--- config.mk ---
export PLATFORM = sky130hd
export DESIGN_NAME = tmr8_unit
export DESIGN_NICKNAME = d
export VERILOG_FILES = /design/src/rtl/tmr8_pkg.sv /design/src/rtl/tmr8_edge_sync.sv /design/src/rtl/tmr8_prescaler.sv /design/src/rtl/tmr8_count_core.sv /design/src/rtl/tmr8_unit.sv
export SDC_FILE = /design/constraint.sdc
export NUM_CORES = 1
export LEC_CHECK = 0
export ABC_CLOCK_PERIOD_IN_PS = 2200
export BUFFER_PORTS_ARGS = -buffer_cell sky130_fd_sc_hd__buf_2
export CORE_ASPECT_RATIO = 0.7
export CORE_UTILIZATION = 38
export CTS_CLUSTER_SIZE = 10
export DETAILED_ROUTE_END_ITERATION = 7
export MAX_ROUTING_LAYER = met4
export PLACE_DENSITY = 0.68
export SLEW_MARGIN = 20
export SYNTH_ARGS = -nofsm -noshare
export SYNTH_HDL_FRONTEND = slang
export SYNTH_SLANG_ARGS = --single-unit
--- constraint.sdc ---
create_clock -name clk -period 2.2 [get_ports clk]
set_input_delay 0 -clock clk [delete_from_list [all_inputs] [get_ports clk]]
set_output_delay 0 -clock clk [all_outputs]
set_load 0.02 [all_outputs]
--- src/rtl/tmr8_pkg.sv ---
package tmr8_pkg;
  typedef enum logic {SRC_CYCLE = 1'b0, SRC_PIN = 1'b1} tmr_src_e;
  typedef enum logic {OWN_TIMER = 1'b0, OWN_WDG = 1'b1} psc_owner_e;
endpackage

--- src/rtl/tmr8_edge_sync.sv ---
module tmr8_edge_sync #(
  parameter int STAGES = 2
) (
  input  logic clk,
  input  logic rst_n,
  input  logic pin_i,
  input  logic fall_i,
  output logic edge_o
);
  logic [STAGES-1:0] sh_q, sh_d;
  logic              last_q, last_d;

  always_comb begin
    sh_d   = {sh_q[STAGES-2:0], pin_i};
    last_d = sh_q[STAGES-1];
    edge_o = (sh_q[STAGES-1] ^ fall_i) & ~(last_q ^ fall_i);
  end

  always_ff @(posedge clk or negedge rst_n) begin
    if (!rst_n) begin
      sh_q   <= '0;
      last_q <= 1'b0;
    end else begin
      sh_q   <= sh_d;
      last_q <= last_d;
    end
  end
endmodule

--- src/rtl/tmr8_prescaler.sv ---
module tmr8_prescaler #(
  parameter int PSC_W = 8,
  parameter int SEL_W = 3
) (
  input  logic             clk,
  input  logic             rst_n,
  input  logic             clr_i,
  input  logic             step_i,
  input  logic [SEL_W-1:0] rate_i,
  output logic             tap_o
);
  logic [PSC_W-1:0] psc_q, psc_d;
  logic [PSC_W-1:0] full_lo;

  // full_lo[i] is set when psc bits i..0 are all ones
  always_comb begin
    logic acc;
    acc = 1'b1;
    for (int i = 0; i < PSC_W; i++) begin
      acc        = acc & psc_q[i];
      full_lo[i] = acc;
    end
    tap_o = full_lo[rate_i];
    if (clr_i)       psc_d = '0;
    else if (step_i) psc_d = psc_q + 1'b1;
    else             psc_d = psc_q;
  end

  always_ff @(posedge clk or negedge rst_n) begin
    if (!rst_n) psc_q <= '0;
    else        psc_q <= psc_d;
  end

  a_r7_clr_empties: assert property (@(posedge clk) disable iff (!rst_n)
    clr_i |=> !tap_o);
endmodule

--- src/rtl/tmr8_count_core.sv ---
module tmr8_count_core #(
  parameter int CNT_W   = 8,
  parameter int INH_CYC = 2
) (
  input  logic             clk,
  input  logic             rst_n,
  input  logic             wr_en_i,
  input  logic [CNT_W-1:0] wr_data_i,
  input  logic             inc_i,
  input  logic             tick_i,
  input  logic             flag_clr_i,
  output logic [CNT_W-1:0] cnt_o,
  output logic             flag_o,
  output logic             inh_busy_o
);
  localparam int INH_W = $clog2(INH_CYC + 1);

  logic [CNT_W-1:0] cnt_q, cnt_d;
  logic [INH_W-1:0] inh_q, inh_d;
  logic             flag_q, flag_d, wrap;

  always_comb begin
    wrap = inc_i & ~wr_en_i & (cnt_q == '1);
    if (wr_en_i)    cnt_d = wr_data_i;
    else if (inc_i) cnt_d = cnt_q + 1'b1;
    else            cnt_d = cnt_q;
    if (wr_en_i)                      inh_d = INH_W'(INH_CYC);
    else if (tick_i && inh_q != '0)   inh_d = inh_q - 1'b1;
    else                              inh_d = inh_q;
    flag_d = wrap | (flag_q & ~flag_clr_i);
  end

  always_ff @(posedge clk or negedge rst_n) begin
    if (!rst_n) begin
      cnt_q  <= '0;
      inh_q  <= '0;
      flag_q <= 1'b0;
    end else begin
      cnt_q  <= cnt_d;
      inh_q  <= inh_d;
      flag_q <= flag_d;
    end
  end

  assign cnt_o      = cnt_q;
  assign flag_o     = flag_q;
  assign inh_busy_o = (inh_q != '0);

  a_r2_write_loads: assert property (@(posedge clk) disable iff (!rst_n)
    wr_en_i |=> cnt_o == $past(wr_data_i));
  a_r8_flag_sticky: assert property (@(posedge clk) disable iff (!rst_n)
    (flag_o && !flag_clr_i) |=> flag_o);
  a_r8_wrap_sets: assert property (@(posedge clk) disable iff (!rst_n)
    (cnt_o == '1 && inc_i && !wr_en_i) |=> (flag_o && cnt_o == '0));
endmodule

--- src/rtl/tmr8_unit.sv ---
module tmr8_unit
  import tmr8_pkg::*;
#(
  parameter int CNT_W       = 8,
  parameter int PSC_W       = 8,
  parameter int SEL_W       = 3,
  parameter int SYNC_STAGES = 2,
  parameter int INH_CYC     = 2
) (
  input  logic                 clk,
  input  logic                 rst_n,
  input  logic                 instr_tick_i,
  input  logic [SEL_W+2:0]     opt_i,
  input  logic                 ext_clk_i,
  input  logic                 sleep_i,
  input  logic                 wr_en_i,
  input  logic [CNT_W-1:0]     wr_data_i,
  output logic [CNT_W-1:0]     rd_data_o,
  input  logic                 irq_en_i,
  input  logic                 flag_clr_i,
  output logic                 ovf_flag_o,
  output logic                 irq_o,
  input  logic                 wdg_src_i,
  output logic                 wdg_tick_o
);
  localparam int BIT_OWN  = SEL_W;
  localparam int BIT_EDGE = SEL_W + 1;
  localparam int BIT_SRC  = SEL_W + 2;

  tmr_src_e   src_sel;
  psc_owner_e owner;
  logic       pin_edge, raw_pulse, go, inh_busy;
  logic       psc_step, psc_clr, psc_tap, tmr_inc;
  logic       wdg_q, wdg_d, flag;

  assign src_sel = tmr_src_e'(opt_i[BIT_SRC]);
  assign owner   = psc_owner_e'(opt_i[BIT_OWN]);

  tmr8_edge_sync #(.STAGES(SYNC_STAGES)) i_sync (
    .clk    (clk),
    .rst_n  (rst_n),
    .pin_i  (ext_clk_i),
    .fall_i (opt_i[BIT_EDGE]),
    .edge_o (pin_edge)
  );

  always_comb begin
    raw_pulse = (src_sel == SRC_PIN) ? pin_edge : instr_tick_i;
    go        = raw_pulse & ~sleep_i & ~wr_en_i & ~inh_busy;
    if (owner == OWN_WDG) begin
      psc_step = wdg_src_i;
      psc_clr  = 1'b0;
      tmr_inc  = go;
      wdg_d    = wdg_src_i & psc_tap;
    end else begin
      psc_step = go;
      psc_clr  = wr_en_i;
      tmr_inc  = go & psc_tap;
      wdg_d    = wdg_src_i;
    end
  end

  tmr8_prescaler #(.PSC_W(PSC_W), .SEL_W(SEL_W)) i_psc (
    .clk    (clk),
    .rst_n  (rst_n),
    .clr_i  (psc_clr),
    .step_i (psc_step),
    .rate_i (opt_i[SEL_W-1:0]),
    .tap_o  (psc_tap)
  );

  tmr8_count_core #(.CNT_W(CNT_W), .INH_CYC(INH_CYC)) i_core (
    .clk        (clk),
    .rst_n      (rst_n),
    .wr_en_i    (wr_en_i),
    .wr_data_i  (wr_data_i),
    .inc_i      (tmr_inc),
    .tick_i     (instr_tick_i),
    .flag_clr_i (flag_clr_i),
    .cnt_o      (rd_data_o),
    .flag_o     (flag),
    .inh_busy_o (inh_busy)
  );

  always_ff @(posedge clk or negedge rst_n) begin
    if (!rst_n) wdg_q <= 1'b0;
    else        wdg_q <= wdg_d;
  end

  assign wdg_tick_o = wdg_q;
  assign ovf_flag_o = flag;
  assign irq_o      = flag & irq_en_i;

  a_r10_sleep_holds: assert property (@(posedge clk) disable iff (!rst_n)
    (sleep_i && !wr_en_i) |=> $stable(rd_data_o));
  a_r11_tick_needs_src: assert property (@(posedge clk) disable iff (!rst_n)
    wdg_tick_o |-> $past(wdg_src_i));
endmodule

### Word level (Yosys, flattened, before mapping)

Cells that the tools add are included.

* mux-type cells: 13
* reduce and logical (&&, ||, !) cells: 5
* equal/unequal tests: 1
* bitwise operators: 25
* add/subtract/negate cells: 3
* order comparisons: 1

Operators with widths (number)
* $mux W8: 4
* $and A1 B1 Y1: 17
* $add A8 B1 Y8 const B: 2
* $eq A8 B8 Y1 const B: 1
* $reduce_bool A2 Y1: 4
* $mux W1: 6
* $not A1 Y1: 5
* $lt A3 B4 Y1 const B: 1
* $mux W2: 2
* $bmux W1 S3: 1
* $sub A2 B1 Y2 const B: 1
* $xor A1 B1 Y1: 2
* $logic_and A1 B1 Y1: 1
* $or A1 B1 Y1: 1

* flip-flop bits (word level): 23
* word-level logic and storage cells: 55
* output and inout port bits: 11
* input port bits: 23

### Depth between registers and ports, before layout

Gate-level depths: netlist of the first run.

* depth after elaboration: 14
* mapped depth: 8
* depth with buffers taken out: 7

### Modules after synthesis

From an unflattened synthesis of the first run, not the netlist that was laid out.

* cell total of the unflattened synthesis: 127
* area total of the unflattened synthesis: 1265.0 um^2

By module, submodules not included
* tmr8_count_core: seq. area each 275.3 um^2, area an instance 610.6 um^2, cells an instance 63, times used 1
* tmr8_prescaler: seq. area each 200.2 um^2, area an instance 461.7 um^2, cells an instance 47, times used 1
* tmr8_edge_sync: seq. area each 75.1 um^2, area an instance 97.6 um^2, cells an instance 6, times used 1
* tmr8_unit: seq. area each 25.0 um^2, area an instance 95.1 um^2, cells an instance 11, times used 1

### Worst setup path after synthesis of the first run

OpenSTA, ideal clock, no wires.

* kind: register -> register
* start point: register i_psc.psc_q[0]
* end point: register i_core.cnt_q[4], in the netlist i_core.cnt_o[4]
* period minus slack after synthesis: 2.074 ns
* cell stages (with the launch flop): 8
* setup slack: 0.126 ns
* library setup time: 0.122 ns
* data arrival time: 1.952 ns
* buffers on the path: 0
* required time: 2.078 ns
* cell sequence: dfrtp_1 ha_1 ha_1 nand2_1 or3_1 o2111ai_2 o31ai_1 a2111oi_1

* longest elaborated chain between the ends: 12

Ends and longest elaborated chain
* from (decl): line tmr8_prescaler.sv:12 `logic [PSC_W-1:0] psc_q, psc_d;`
* from (signal assigned): line tmr8_prescaler.sv:31 `else psc_q <= psc_d;`
* $and A1 B1 Y1 (7 in a row): line tmr8_prescaler.sv:20 `acc = acc & psc_q[i];`
* $bmux W1 S3 *: line tmr8_prescaler.sv:23 `tap_o = full_lo[rate_i];`
* $mux W1 (implied by the code) *: line tmr8_prescaler.sv:23
* $and A1 B1 Y1 *: line tmr8_unit.sv:58 `tmr_inc = go & psc_tap;`
* $mux W1 *: line tmr8_unit.sv:50 `if (owner == OWN_WDG) begin`
* $reduce_bool A2 Y1 (no line) *
* to (signal assigned): line tmr8_count_core.sv:39 `cnt_q <= cnt_d;`
* to (decl): line tmr8_count_core.sv:18 `logic [CNT_W-1:0] cnt_q, cnt_d;`

Every way passes the cells marked *; elsewhere a longest branch is shown, timed or not. The select of a mux whose other input is x is not followed.
A chain may end at the register's enable or synchronous reset.

### Worst setup path in the final report of the first run

Same ends and word-level chain as after synthesis.

==> results.cfg, run 1 <==
[grt]
grt_antenna_before_repair = 0
grt_pass1_wl_um = 5680
grt_overflow = 0
grt_util_all_layers_pct = 19.9
grt_max_degree = 24
grt_pass1_vias = 1197

[route]
ant_nets = 0
met1_length_um = 1820
vias = 1367
dr_wl_met3_um = 126
dr_wl_met2_um = 1580
top_layer = met4
drt-wirelength-per-cell_um = 14.0
drc_errors = 0
drt_first_iter_violations = 107
wl_um = 3550
drt-pass1-iter-count = 4
viasPerCell = 5.38

[sta]
min_period_ns = 2.07
worst_pin_slew_ns = 0.541
maxSlewViolCount = 0
fin_crit_sh_pct = 94.3
setup_viol = 0
slew-limit-headroom_pct = 63.9
final_hold_viol_count = 0
worst_clock_skew_ns = 0.00501
hold_slack_ns = 0.0186
fmax_mhz = 482

[logic_synthesis]
ys_types = 46
async_flop_share_pct = 100
syn-instance-count = 157
synth-seq-cells = 23
ys_seq_area_share_pct = 40.6
synth_edf_count = 0
synth_fp_nets = 184
synth.avg_cell_area_um2 = 9.03
synth_area_leader_cell = dfrtp_1
yosys-top-cells-area = dfrtp_1 (41%), a21oi_1 (4.2%), ha_1 (3.5%), o211ai_1 (3.2%), nand2_1 (2.9%)
synth_warnings = 0
synth_ff_type = dfrtp_1
synth.top_cell.area_share_pct = 40.6
syn_area_um2 = 1420

[worst_setup_path]
cp-end-kind = register
crit_required_ns = 2.34
cp_max_fo = 11
path_cells = buf_4, nor3_1, a2111oi_4, a211oi_1, buf_4, nor3_1, a2111oi_1
crit_slowest_cell = dfrtp_1
crit_type = register to register
max_stage_delay_ns = 0.41
worst_ep_arrival_time_ns = 2.21
crit_path_start_kind = register

[floorplan]
die_h_um = 53.1
start_util_pct = 40.1
dieArea_um2 = 3980
coreArea_um2 = 3540
io_pins = 34
fp.dieW_um = 75
rows = 18

[place]
io_buffers = 33
gp_congestion = 0.907
hpwl_um = 2610
placed_cell_area_um2 = 1660

[cts]
cts_tree = yes
insertion_delay_ns = 0.26
cts_root_buf = clkbuf_8
cts-htree-levels = 1
clk_pin_slew_ns = 0.08
cts-buffers-inserted = 3
clk_path_buf_depth = 2
clock-sinks = 23

[final_layout]
drive_gt1_share_pct = 25.5
diodes = 0
layout_common_cells = buf_2 (33), dfrtp_1 (23), a21oi_1 (12)
area_delta_synth_final_pct = 28.9
fin_area_um2 = 1830
final_nets = 232
final_common_cell = buf_2
fillers = 338

[hold_path]
worstHoldPathType = input port to register

[power]
p_per_area_nw_per_um2 = 579
ir_drop_mv = 0.373
p_leak_nw = 0.780

[flow_run]
maxCapViolations = 0

[run_status]
status = finished clean
-- synthesized netlist by cell type, types with 2 or more instances --
master,number
o211ai_1,6
inv_1,9
nand2b_1,4
nor2_1,11
o32ai_1,3
or3_1,6
a211oi_1,4
o21ai_1,2
nor3_1,8
a21oi_1,12
and3_1,2
ha_1,4
nand2_1,11
o21ai_0,7
o311ai_1,2
nor2b_1,3
a221oi_1,2
nand4_1,4
mux2i_1,2
clkbuf_1,3
nand3_1,3
dfrtp_1,23
xnor2_1,3
-- registers in the layout, indices dropped and copies added, names as in the netlist --
name,cells
wdg_tick_o,1
i_core.flag_o,1
i_core.cnt_o,8
i_core.inh_q,2
i_psc.psc_q,8
i_sync.last_q,1
i_sync.sh_q,2
-- through the flow --
stage | cells | setup WS [ns] | total power [mW] | util, % | TNS, ns
floorplan | 157 | 0.126 | 0.666 | - | 0
global placement | 241 | 0.196 | 0.771 | 47.0 | 0
detailed placement | 241 | 0.112 | 0.773 | 47.0 | 0
CTS | 251 | 0.0544 | 1.05 | 50.0 | 0
global route | 254 | -0.0610 | 1.12 | 51.7 | -0.0610
finish | 254 | 0.126 | 1.06 | 51.7 | 0
-- per-layer routing --
layer	vias up	track usage [%]
li1	691	-
met1	646	28.8
met2	28	28.4
met3	2	4.76
met4	0	3.77
met5	-	-
-- layout make-up --
cell class | count | area, µm² | area share [%]
Multi-Input combinational cell | 119 | 807 | 44.2
Sequential cell | 23 | 576 | 31.5
Tap cell | 50 | 62.6 | 3.42
Clock buffer | 4 | 45.0 | 2.47
Inverter | 10 | 37.5 | 2.05
Timing Repair Buffer | 48 | 299 | 16.4
-- logic make-up after synthesis --
kind of cell	after synthesis	synth area share [%]
compound gates	53	27.5
xor+xnor	3	1.85
fa+ha+maj	4	3.53
buf+inv	15	4.59
flops	23	40.6
mux	2	1.41
simple gates	57	20.5
-- power by group --
| group | leakage, nW | internal, mW | total [mW] | switching (mW) |
|---|---|---|---|---|
| Clock | 0.0228 | 0.129 | 0.264 | 0.134 |
| Sequential | 0.284 | 0.460 | 0.498 | 0.0381 |
| Combinational | 0.474 | 0.132 | 0.296 | 0.164 |
-- final timing paths --
check	start	endpoint	slack (ns)	cells past startpoint
max	i_psc.psc_q[0]	i_core.cnt_o[4]	0.13	7
max reg2reg	i_psc.psc_q[0]	i_core.cnt_o[4]	0.13	7
min reg2reg	i_sync.sh_q[0]	i_sync.sh_q[1]	0.36	0
min in group asynchronous	rst_n	i_core.cnt_o[5]	0.25	2
min	wr_data_i[3]	i_core.cnt_o[3]	0.02	3
max in group asynchronous	rst_n	i_core.cnt_o[4]	1.59	2
-- worst max-delay path: cells and delay by family (launching register included) --
family	cells	cell delay [ns]
AND/OR/NAND/NOR	2	0.45
buffers and inverters	2	0.40
AO/OA/AOI/OAI	3	0.67
flip-flops	1	0.41
-- timing repair --
item | in CTS | in global routing
hold buffers | 6 | 1
resized for setup | 0 | 6
setup endpoints to repair | 0 | 8
buffers inserted | 0 | 2
hold endpoints to repair | 28 | 1
No activity file was read; power rests on OpenSTA's default activity.
==> run 2: changes to the inputs <==
Settings changed: BUFFER_PORTS_ARGS -buffer_cell sky130_fd_sc_hd__buf_2 to -buffer_cell sky130_fd_sc_hd__buf_4.
==> results.cfg, run 2 (synthesis results as in run 1) <==
[run_status]
status = finished clean

[floorplan]
fp.dieW_um = 75
io_pins = 34
dieArea_um2 = 3980
rows = 18
coreArea_um2 = 3540
start_util_pct = 40.1
die_h_um = 53.1

[final_layout]
diodes = 0
fillers = 334
layout_common_cells = buf_4 (38), dfrtp_1 (23), a21oi_1 (12)
area_delta_synth_final_pct = 31.7
final_nets = 229
drive_gt1_share_pct = 24.4
final_common_cell = buf_4

[sta]
setup_viol = 0
final_hold_viol_count = 0
fin_ws_ns = 0.106
fmax_mhz = 478
slew-limit-headroom_pct = 66.4
setup_tns_ns = 0
rsz0062_at_grt = no
fin_crit_sh_pct = 95.2
worst_pin_slew_ns = 0.501
maxSlewViolCount = 0
worst_clock_skew_ns = 0.00838
min_period_ns = 2.09

[power]
p_leak_nw = 0.790
ir_drop_mv = 0.337
p_per_area_nw_per_um2 = 576

[grt]
grt_pass1_vias = 1262
grt_pass1_wl_um = 5640
grt_overflow = 0
grt_antenna_before_repair = 0
grt_util_all_layers_pct = 19.6
grt_max_degree = 24

[route]
drc_errors = 0
wl_um = 3590
drt-wirelength-per-cell_um = 14.3
vias = 1384
viasPerCell = 5.51
drt_first_iter_violations = 71
ant_nets = 0
drt-pass1-iter-count = 4

[cts]
cts_root_buf = clkbuf_8
cts_tree = yes
clock-sinks = 23
clk_pin_slew_ns = 0.09
cts-buffers-inserted = 3
clk_path_buf_depth = 2
insertion_delay_ns = 0.27
cts-htree-levels = 1

[flow_run]
maxCapViolations = 0

[place]
pre_cts_slack_ns = 0.00251
hpwl_um = 2670
io_buffers = 33
gp_congestion = 0.989

[worst_setup_path]
crit_type = register to register
worst_ep_arrival_time_ns = 2.25
crit_path_start_kind = register
crit_family = compound AO/OA/AOI/OAI gates
max_stage_delay_ns = 0.42
crit_slowest_cell = dfrtp_1
cp_max_fo = 11
crit_required_ns = 2.36
path_buf_inv = 1
reg2reg_slack_ns = 0.11
cp-end-kind = register
path_cells = ha_2, ha_1, nor2b_1, a2111oi_2, a211oi_1, buf_4, nor2_1, a222oi_1

[hold_path]
worstHoldPathType = input port to register
==> run 2: final timing paths <==
kind | startpoint | end | cells past startpoint
worst max-delay path | i_psc.psc_q[1] | i_core.cnt_o[5] | 8
worst min-delay path | wr_data_i[1] | i_core.cnt_o[1] | 2
worst max register to register | i_psc.psc_q[1] | i_core.cnt_o[5] | 8
worst min register to register | i_sync.sh_q[0] | i_sync.sh_q[1] | 0
max in group asynchronous | rst_n | i_psc.psc_q[4] | 2
min in group asynchronous | rst_n | i_psc.psc_q[3] | 2
==> run 2: cell type report <==
class | instances | area [µm²] | share of cell area [%]
inverters | 10 | 37.5 | 2.01
multi-input cells | 119 | 787 | 42.2
clock inverters | 1 | 7.51 | 0.402
clock buffers | 3 | 41.3 | 2.21
well taps | 50 | 62.6 | 3.35
flip-flops and latches | 23 | 576 | 30.8
repair buffers | 45 | 355 | 19.0
==> run 2: worst register-to-register path, delay by kind of cell (launching register included) <==
kind,cells,cell delay [ns]
compound gates,3,0.63
flops,1,0.42
fa+ha+maj,2,0.41
simple gates,2,0.30
buf+inv,1,0.23
==> run 2: timing repair <==
action,CTS,global route
hold buffers,7,0
endpoints found under the setup margin,0,8
setup buffers,0,1
hold endpoints to repair,30,0
gates resized for setup,0,2
==> run 2: power by group <==
| part | internal, mW | switching (mW) |
|---|---|---|
| logic | 0.141 | 0.159 |
| registers | 0.460 | 0.0406 |
| clock network | 0.128 | 0.147 |
| total | 0.729 | 0.347 |
==> run 2: routing by layer <==
metal	GRT usage, %	up-vias	routed length, µm
li1	-	686	-
met1	27.0	664	1780
met2	28.4	32	1660
met3	5.33	2	147
met4	4.72	0	10
met5	-	-	0
==> run 2: stage by stage <==
stage               instance area, µm²  utilization, %  power [mW]  cells  hold slack (ns)
global route                      1870            52.8        1.14    251         0.000251
floorplan                         1420               -       0.666    157           -0.296
finish                            1870            52.8        1.08    251          0.00532
global placement                  1730            48.9       0.780    239          -0.0875
CTS                               1850            52.3        1.07    250          0.00296
detailed placement                1730            48.9       0.787    239          -0.0859
==> run 3: changes to the inputs <==
Settings changed: CORE_ASPECT_RATIO 0.7 to 2, MAX_ROUTING_LAYER met4 to not set.
==> results.cfg, run 3 (synthesis results as in run 1) <==
[sta]
worst_clock_skew_ns = 0.00191
worst_pin_slew_ns = 0.492
hold_slack_ns = -0.000959
maxSlewViolCount = 0
final_hold_viol_count = 1
setup_viol = 0
fin_crit_sh_pct = 93.2
fmax_mhz = 488
min_period_ns = 2.05
slew-limit-headroom_pct = 67.0

[grt]
grt_pass1_wl_um = 6380
grt_pass1_vias = 1477
grt_antenna_before_repair = 0
grt_util_all_layers_pct = 21.3
grt_max_degree = 24
grt_overflow = 0

[final_layout]
final_common_cell = buf_4
fin_area_um2 = 1860
layout_common_cells = buf_4 (37), dfrtp_1 (23), a21oi_1 (12)
utilization_pct = 51.6
area_delta_synth_final_pct = 31.4
final_nets = 228
drive_gt1_share_pct = 24.5
diodes = 0
final_cells = 249

[place]
hpwl_um = 2910
placed_cell_area_um2 = 1730
dp.cells = 238
io_buffers = 33
gp_congestion = 0.888

[floorplan]
start_util_pct = 39.3
coreArea_um2 = 3610
die_h_um = 88.4
dieArea_um2 = 3990
fp.dieW_um = 45.2
io_pins = 34
rows = 31

[cts]
insertion_delay_ns = 0.27
cts_tree = yes
cts-buffers-inserted = 3
clk_pin_slew_ns = 0.08
clk_path_buf_depth = 2
cts_root_buf = clkbuf_8
cts-htree-levels = 1
clock-sinks = 23

[run_status]
violations = hold timing
status = finished with violations

[route]
viasPerCell = 5.74
ant_nets = 0
drt-wirelength-per-cell_um = 15.4
wl_um = 3830
drt-pass1-iter-count = 4
drt_first_iter_violations = 39
drc_errors = 0
vias = 1430

[worst_setup_path]
crit_required_ns = 2.35
reg2reg_slack_ns = 0.15
crit_path_start_kind = register
worst_ep_arrival_time_ns = 2.20
cp-end-kind = register
cp_max_fo = 4
crit_type = register to register

[power]
ir_drop_mv = 0.424
p_leak_nw = 0.788
p_per_area_nw_per_um2 = 581

[flow_run]
maxCapViolations = 0

[hold_path]
worstHoldPathType = input port to register
run 3: metal layers:
layer | global-route usage [%] | part of all wire, % | vias to the layer above
met3 | 2.24 | 3.1 | 9
met4 | 11.0 | 2.3 | 0
met5 | 0 | 0 | -
li1 | - | - | 680
met2 | 39.7 | 56 | 46
met1 | 22.1 | 38 | 695
run 3: layout make-up:
type	instances	area (µm²)
clock buffer	4	45.0
fill	353	1740
inverter	10	37.5
multi-input combinational	119	795
sequential	23	576
tap	49	61.3
timing repair buffer	44	349
run 3: where the power goes:
group          internal [mW]  switching [mW]
sequential             0.460          0.0445
combinational          0.145           0.159
clock                  0.130           0.143
total                  0.735           0.347
run 3: final timing paths:
kind                                startpoint         endpoint  cells past startpoint
worst max register to register  i_psc.psc_q[1]  i_core.cnt_o[4]                      7
worst max-delay path            i_psc.psc_q[1]  i_core.cnt_o[4]                      7
worst min register to register  i_sync.sh_q[0]   i_sync.sh_q[1]                      0
min in group asynchronous                rst_n   i_psc.psc_q[0]                      2
worst min-delay path              wr_data_i[5]  i_core.cnt_o[5]                      3
max in group asynchronous                rst_n  i_core.cnt_o[3]                      2
run 3: critical path: stages (launching register included):
cell and delay [ns]:
dfrtp_1 0.43, ha_4 0.17, ha_2 0.18, nand2_1 0.06, or3_1 0.36, o2111ai_2 0.21, o31ai_1 0.11, a2111oi_1 0.41
run 3: per-stage QoR:
stage / power [mW] / setup TNS, ns / hold slack [ns] / setup WS [ns]
3_3_place_gp: 0.778 / 0 / -0.0875 / 0.140
4_1_cts: 1.07 / 0 / 0.00230 / 0.00898
5_1_grt: 1.14 / -0.00170 / 0.0116 / -0.00170
2_1_floorplan: 0.666 / 0 / -0.296 / 0.126
6_report: 1.08 / 0 / -0.000959 / 0.150
3_5_place_dp: 0.791 / 0 / -0.0804 / 0.0446
run 3: timing repair:
item / in CTS / in global routing
endpoints found under the setup margin: 0 / 8
resized for setup: 0 / 5
hold buffers: 6 / 0
buffers inserted: 0 / 1
endpoints found under the hold margin: 28 / 0
